File: src/rtl/alu_slice_pkg.sv
package alu_slice_pkg;

    localparam int SLICE_W = 4;
    localparam int SEL_W   = 4;

    typedef logic [SLICE_W-1:0] word_t;
    typedef logic [SEL_W-1:0]   sel_t;

    // registered view of the slice outputs, true/low-true as on the pins
    typedef struct packed {
        word_t result;
        logic  carry_out_n;
        logic  grp_gen_n;
        logic  grp_prop_n;
        logic  eq_flag;
    } slice_out_t;

    localparam slice_out_t SLICE_OUT_RST = '{
        result:      '0,
        carry_out_n: 1'b1,
        grp_gen_n:   1'b1,
        grp_prop_n:  1'b1,
        eq_flag:     1'b0
    };

    // per-bit propagate term: A OR (B gated by s0) OR (not B gated by s1)
    function automatic logic bit_prop(input logic a, input logic b, input sel_t s);
        return a | (b & s[0]) | (~b & s[1]);
    endfunction

    // per-bit generate term: A AND (not B gated by s2 OR B gated by s3)
    function automatic logic bit_gen(input logic a, input logic b, input sel_t s);
        return (a & ~b & s[2]) | (a & b & s[3]);
    endfunction

endpackage

File: src/rtl/alu_bit_terms.sv
module alu_bit_terms
    import alu_slice_pkg::*;
#(
    parameter int W = SLICE_W
) (
    input  logic [W-1:0]     opa,
    input  logic [W-1:0]     opb,
    input  logic [SEL_W-1:0] func_sel,
    output logic [W-1:0]     prop,
    output logic [W-1:0]     gen
);
    for (genvar i = 0; i < W; i++) begin : g_bit
        assign prop[i] = bit_prop(opa[i], opb[i], func_sel);
        assign gen[i]  = bit_gen(opa[i], opb[i], func_sel);
    end
endmodule

File: src/rtl/alu_lookahead.sv
module alu_lookahead #(
    parameter int W = 4
) (
    input  logic [W-1:0] prop,
    input  logic [W-1:0] gen,
    input  logic         carry0,
    output logic [W-1:0] bit_carry,
    output logic         grp_gen,
    output logic         grp_prop,
    output logic         carry_out
);
    localparam int NC = W + 1;

    logic [NC-1:0] cvec;

    // carry into position i as a flat sum of products (no ripple chain)
    for (genvar i = 0; i < NC; i++) begin : g_carry
        logic c_i;
        always_comb begin
            logic term;
            c_i  = 1'b0;
            for (int j = 0; j < i; j++) begin
                term = gen[j];
                for (int k = j + 1; k < i; k++) begin
                    term = term & prop[k];
                end
                c_i = c_i | term;
            end
            term = carry0;
            for (int k = 0; k < i; k++) begin
                term = term & prop[k];
            end
            c_i = c_i | term;
        end
        assign cvec[i] = c_i;
    end

    // group generate: same product sum but without any incoming carry
    always_comb begin
        logic term;
        grp_gen = 1'b0;
        for (int j = 0; j < W; j++) begin
            term = gen[j];
            for (int k = j + 1; k < W; k++) begin
                term = term & prop[k];
            end
            grp_gen = grp_gen | term;
        end
    end

    assign grp_prop  = &prop;
    assign bit_carry = cvec[W-1:0];
    assign carry_out = cvec[W];
endmodule

File: src/rtl/alu_result.sv
module alu_result #(
    parameter int W = 4
) (
    input  logic [W-1:0] prop,
    input  logic [W-1:0] gen,
    input  logic [W-1:0] bit_carry,
    input  logic         logic_mode,
    output logic [W-1:0] result,
    output logic         eq_flag
);
    logic [W-1:0] half_sum;
    logic [W-1:0] carry_mask;

    assign half_sum   = prop & ~gen;
    // logic mode blocks all carries; the constant mask inverts each half sum
    assign carry_mask = logic_mode ? {W{1'b1}} : bit_carry;
    assign result     = half_sum ^ carry_mask;
    assign eq_flag    = &result;
endmodule

File: src/rtl/alu_slice.sv
module alu_slice
    import alu_slice_pkg::*;
#(
    parameter bit REG_OUT = 1'b1
) (
    input  logic              clk,
    input  logic              rst,
    input  logic [SLICE_W-1:0] opa,
    input  logic [SLICE_W-1:0] opb,
    input  logic [SEL_W-1:0]   func_sel,
    input  logic              logic_mode,
    input  logic              carry_in_n,
    output logic [SLICE_W-1:0] result,
    output logic              carry_out_n,
    output logic              grp_gen_n,
    output logic              grp_prop_n,
    output logic              eq_flag
);
    word_t      prop, gen, bit_carry, res_c;
    logic       grp_gen, grp_prop, carry_out, eq_c;
    slice_out_t nxt, cur;

    alu_bit_terms #(.W(SLICE_W)) u_terms (
        .opa      (opa),
        .opb      (opb),
        .func_sel (func_sel),
        .prop     (prop),
        .gen      (gen)
    );

    alu_lookahead #(.W(SLICE_W)) u_cla (
        .prop      (prop),
        .gen       (gen),
        .carry0    (~carry_in_n),
        .bit_carry (bit_carry),
        .grp_gen   (grp_gen),
        .grp_prop  (grp_prop),
        .carry_out (carry_out)
    );

    alu_result #(.W(SLICE_W)) u_res (
        .prop       (prop),
        .gen        (gen),
        .bit_carry  (bit_carry),
        .logic_mode (logic_mode),
        .result     (res_c),
        .eq_flag    (eq_c)
    );

    always_comb begin
        nxt.result      = res_c;
        nxt.carry_out_n = ~carry_out;
        nxt.grp_gen_n   = ~grp_gen;
        nxt.grp_prop_n  = ~grp_prop;
        nxt.eq_flag     = eq_c;
    end

    if (REG_OUT) begin : g_reg
        always_ff @(posedge clk) begin
            if (rst) begin
                cur <= SLICE_OUT_RST;
            end else begin
                cur <= nxt;
            end
        end
    end else begin : g_comb
        assign cur = nxt;
    end

    assign result      = cur.result;
    assign carry_out_n = cur.carry_out_n;
    assign grp_gen_n   = cur.grp_gen_n;
    assign grp_prop_n  = cur.grp_prop_n;
    assign eq_flag     = cur.eq_flag;
endmodule

File: config.mk
export PLATFORM = sky130hd
export DESIGN_NAME = alu_slice
export DESIGN_NICKNAME = d
export VERILOG_FILES = /design/src/rtl/alu_slice_pkg.sv /design/src/rtl/alu_bit_terms.sv /design/src/rtl/alu_lookahead.sv /design/src/rtl/alu_result.sv /design/src/rtl/alu_slice.sv
export SDC_FILE = /design/constraint.sdc
export NUM_CORES = 1
export LEC_CHECK = 0
export CAP_MARGIN = 15
export CORE_MARGIN = 4
export CORE_UTILIZATION = 36
export DETAILED_ROUTE_END_ITERATION = 7
export PLACE_DENSITY = 0.72
export SETUP_SLACK_MARGIN = 0.4
export SLEW_MARGIN = 25
export SYNTH_ARGS = -nofsm -noshare
export SYNTH_HDL_FRONTEND = slang
export SYNTH_SLANG_ARGS = --single-unit
File: constraint.sdc
create_clock -name clk -period 2.05 [get_ports clk]
set_input_delay 0.5125 -clock clk [delete_from_list [all_inputs] [get_ports clk]]
set_output_delay 0.5125 -clock clk [all_outputs]
set_load 0.01 [all_outputs]
**Yosys cells after proc, flatten, opt, wreduce, memory -nomap -nowiden**

Cells that the tools add are included.

- Flip-flop bits (word level): 8
- Input bits: 16
- Output and inout bits: 8

- Multiplexer cells: 1
- Bitwise logic cells: 67
- Reduce and logical (&&, ||, !) cells: 2

Operators by type and width:

| kind | number |
|---|---|
| 1-bit AND | 34 |
| 1-bit bitwise OR | 22 |
| 1-bit inverter | 8 |
| 4-bit AND reduction | 2 |
| 4-bit AND | 1 |
| 4-bit two-way mux | 1 |
| 4-bit inverter | 1 |
| 4-bit bitwise XOR | 1 |

**Depth between registers and ports, before layout**

- Depth in word-level cells: 12
- Depth in mapped cells: 5
- Depth with buffers taken out: 5

**Modules after synthesis**

From an unflattened synthesis, not the netlist that was laid out.

- Cells, all modules: 62
- Area total of the unflattened synthesis: 525.5 um^2

Modules (own cells, without submodules):

| module | times used | cells each | area each (um^2) | seq. area each (um^2) |
|---|---|---|---|---|
| alu_slice | 1 | 17 | 214.0 | 160.2 |
| alu_bit_terms | 1 | 16 | 125.1 | 0.0 |
| alu_lookahead | 1 | 16 | 102.6 | 0.0 |
| alu_result | 1 | 13 | 83.8 | 0.0 |

**Worst setup path after synthesis**

No wires, ideal clock.

- Path kind: input to register
- Start point: in opb[1]
- End point: reg cur, in the netlist eq_flag
- Setup time: 0.142 ns
- Arrival: 1.872 ns
- Data required time: 1.908 ns
- Setup slack: 0.036 ns
- Stages on the path: 5
- Path buffers: 0
- Cells stage by stage: mux2_4 > a221o_1 > a32o_2 > a2111oi_0 > nor4b_1

- Longest elaborated chain between the ends: 11
- Elaborated cells on any way between the ends: 25

Ends and longest elaborated chain:

| item | RTL line | RTL |
|---|---|---|
| start: declaration | alu_slice.sv:9 | `input logic [SLICE_W-1:0] opb,` |
| 1-bit AND / 1-bit inverter (equally long branches) | alu_slice_pkg.sv:28, alu_slice_pkg.sv:33 |  |
| 1-bit bitwise OR (tied with other cells) | alu_slice_pkg.sv:28 | `return a \| (b & s[0]) \| (~b & s[1]);` |
| 1-bit bitwise OR / 1-bit AND (equally long branches) | alu_slice_pkg.sv:28, alu_slice_pkg.sv:33 |  |
| 1-bit AND / 1-bit bitwise OR (equally long branches) | alu_lookahead.sv:25, alu_slice_pkg.sv:33 |  |
| 1-bit AND | alu_lookahead.sv:25 | `term = term & prop[k];` |
| 1-bit bitwise OR (2 in a row) | alu_lookahead.sv:27 | `c_i = c_i \| term;` |
| 1-bit bitwise OR | alu_lookahead.sv:33 | `c_i = c_i \| term;` |
| 4-bit two-way mux | alu_result.sv:16 | `assign carry_mask = logic_mode ? {W{1'b1}} : bit_carry;` |
| 4-bit bitwise XOR (*) | alu_result.sv:17 | `assign result = half_sum ^ carry_mask;` |
| 4-bit AND reduction (*) | alu_result.sv:18 | `assign eq_flag = &result;` |
| end signal: assignment | alu_slice.sv:63 | `cur <= nxt;` |
| end: declaration | alu_slice.sv:21 | `slice_out_t nxt, cur;` |

Mark *: on every way between the ends. The rest lies on a longest branch, timed or not.
A chain may end at the register's enable or synchronous reset.

**Worst setup path after layout**

Same ends and word-level chain as after synthesis.

==> parameters.txt <==
Parameter                              Value

Floorplanning
  Number of placement rows ... 14
  Top-Level Pins ... 24
  Die footprint ... 2290 um2
  Placeable core area ... between 1500 and 2000 um2
  Initial Utilization ... 0.380
  Vertical extent of the die ... approximately 48 um
  Horizontal extent of the die ... about 48 um

STA
  Worst setup slack after layout ... around 0.26 ns
  Final Hold Violating Endpoints ... 0
  FMAX ... around 0.56 GHz
  Count of pins over their slew limit ... 0
  Final worst-path cycle share ... 0.874
  Actual transition at the worst max-transition pin ... 0.309 ns
  Worst slew margin ... 0.794
  Unrepaired setup endpoints after global routing ... yes
  Final Setup Violations ... 0
  Final worst path period need ... around 1.8 ns

Placed design
  Worst setup slack before clock tree synthesis ... -0.535 ns
  DP HPWL ... approximately 1.4 mm
  GP Congestion ... between 0.7 and 0.8
  Number of port buffers ... 23

Drt
  Final WL ... 1.79 mm
  Initial detailed-routing violation count ... 1
  DRC violations left ... 0
  TritonRoute pass-1 iters ... 4
  Total via count after detailed routing ... roughly 670
  Post-detailed-route count of antenna-violating nets ... 0
  Average routed wire per standard cell ... around 14 um
  Detail-routed via count per cell ... between 5 and 6

Cells and area
  Final net count ... 130
  Fraction of final layout cells with drive strength greater than 1 ... 0.482
  Post-route core utilization ... 0.737
  Antenna diodes ... 0
  Area added between synthesis and finish ... 94.1%

Worst setup path
  Required time at the endpoint of the critical path ... about 2.2 ns
  Setup crit end kind ... register
  CP arrival ... a little under 2 ns
  Crit-path max FO ... 2
  Critical path launch point type ... input port
  Critical setup path kind ... in2reg

Yosys
  Flops & latches, synth ... 8
  Top cells by area, synth ... sky130_fd_sc_hd__dfxtp_1 28%, sky130_fd_sc_hd__mux2_2 9.8%, sky130_fd_sc_hd__mux4_1 4.6%
  Most used flip-flop cell after synthesis ... sky130_fd_sc_hd__dfxtp_1
  Number of different library cells in the post-synthesis netlist ... 28
  Synth async-reset ratio ... 0
  Combined area of all synthesized cells ... between 500 and 600 um2
  Synth Net Count ... approximately 80
  Largest area contributor in the synthesized netlist ... sky130_fd_sc_hd__dfxtp_1
  Most repeated cell in the gate-level netlist after synthesis ... sky130_fd_sc_hd__dfxtp_1
  List of most frequent post-synthesis cells ... 8 x sky130_fd_sc_hd__dfxtp_1, 7 x sky130_fd_sc_hd__nor2_1, 6 x sky130_fd_sc_hd__inv_1
  Sequential-to-total area share from yosys stat ... 0.280
  Synthesized instance count ... 63
  Post-synthesis average cell area ... about 9.1 um2
  Count of flip-flops with a built-in enable after synthesis ... 0
  Total number of yosys warnings ... 0
  Post-synth top area share ... 0.280

Clocking
  # clock sinks ... 8
  Hold buffer count at cts ... 0
  Root buf cell ... sky130_fd_sc_hd__clkbuf_4
  Max clock buf depth ... 2
  Inserted Clock Buffers ... 3
  TritonCTS clock tree ... done
  Worst-path clk slew ... 0.05 ns
  H-tree Lvls ... 1

Worst hold path
  Class of the most critical hold timing path ... in2reg
  Cell depth of the worst hold path ... 4

GRT
  First-pass GRT wire length ... approximately 2.7 mm
  Total congestion overflow ... 0
  Pin count of the biggest net entering global routing ... 8
  Via count of the first global-routing pass ... 713
  Number of antenna violations at the first check in global routing ... 0
  Total track usage ... 0.171

Power
  Power per cell area ... ~480 nW/um2
  Leak pwr ... around 0.52 nW
  Worst IR Drop VDD ... approximately 0.00019 V

Outcome
  Status ... finished, final reports clean

Run
  Max Cap Violations ... 0
==> cell type report <==
| cell class | count | area [um2] |
|---|---|---|
| Multi-Input combinational cell | 49 | 484 |
| Timing Repair Buffer | 46 | 400 |
| Fill cell | 123 | 397 |
| Sequential cell | 8 | 160 |
| Clock buffer | 3 | 22.5 |
| Inverter | 6 | 22.5 |
| Tap cell | 16 | 20.0 |
==> state kept, by name (all words and copies together) (netlist names) <==
| register | flops |
|---|---|
| result | 4 |
| carry_out_n | 1 |
| eq_flag | 1 |
| grp_gen_n | 1 |
| grp_prop_n | 1 |
==> worst paths after layout <==
check,from,endpoint
setup / recovery,opb[1],eq_flag
hold / removal,carry_in_n,eq_flag
==> layer usage <==
metal,up-vias,GRT usage,share of wire
met5,-,0,0
met4,0,0.145,0.020
met3,4,0.0113,0.053
met2,23,0.340,0.59
met1,307,0.148,0.34
li1,337,-,-
==> stage by stage <==
| step | setup TNS, ns | hold WS, ns | power [mW] | std cells | area, um2 |
|---|---|---|---|---|---|
| finish | 0 | 0.822 | 0.535 | 128 | 1110 |
| global route | 0 | 0.823 | 0.570 | 128 | 1110 |
| CTS | 0 | 0.873 | 0.516 | 127 | 1050 |
| detailed placement | -2.10 | 1.13 | 0.387 | 123 | 986 |
| global placement | -1.80 | 1.14 | 0.382 | 123 | 986 |
| floorplan | 0 | 0.585 | 0.264 | 63 | 578 |
==> kinds of logic (layout without fill, tap and decap cells) <==
group / Yosys count / count (layout) / share of synthesized area
AOI/OAI and AO/OA: 18 / 18 / 0.228
and+or+nand+nor: 18 / 18 / 0.162
muxes: 10 / 10 / 0.245
DFF: 8 / 8 / 0.280
buffers and inverters: 6 / 55 / 0.0394
xor gates and xnor gates: 3 / 3 / 0.0460
==> repair_timing <==
item                                    in CTS  in global routing
endpoints found under the setup margin       8                  9
buffers inserted                             1                  1
gates resized for setup                     40                 15
pin swaps                                    6                  8
==> cells in the final DEF (no fill, tap or decap), types with 2 or more instances in the layout <==
cell type,instances
sky130_fd_sc_hd__buf_4,21
sky130_fd_sc_hd__clkdlybuf4s50_1,10
sky130_fd_sc_hd__dfxtp_1,8
sky130_fd_sc_hd__nor2_1,7
sky130_fd_sc_hd__mux2_4,6
sky130_fd_sc_hd__inv_1,5
sky130_fd_sc_hd__dlygate4sd2_1,4
sky130_fd_sc_hd__o211ai_1,3
sky130_fd_sc_hd__nand2_1,3
sky130_fd_sc_hd__clkbuf_4,3
sky130_fd_sc_hd__buf_6,3
sky130_fd_sc_hd__clkdlybuf4s15_2,3
sky130_fd_sc_hd__nor2b_1,2
sky130_fd_sc_hd__a21o_1,2
sky130_fd_sc_hd__xnor2_1,2
sky130_fd_sc_hd__dlymetal6s2s_1,2
sky130_fd_sc_hd__buf_2,2
==> where the power goes <==
part	switching, mW	total, mW	internal, mW
sequential	0.00301	0.174	0.171
combinational	0.102	0.244	0.143
clock	0.0505	0.117	0.0668
==> worst max-delay path: stages <==
cell	delay (ns)
sky130_fd_sc_hd__buf_6	0.10
sky130_fd_sc_hd__mux2_4	0.29
sky130_fd_sc_hd__a221o_1	0.29
sky130_fd_sc_hd__a32o_2	0.24
sky130_fd_sc_hd__o311a_1	0.32
sky130_fd_sc_hd__nor4b_2	0.21
(Power assumes the default switching activity.)
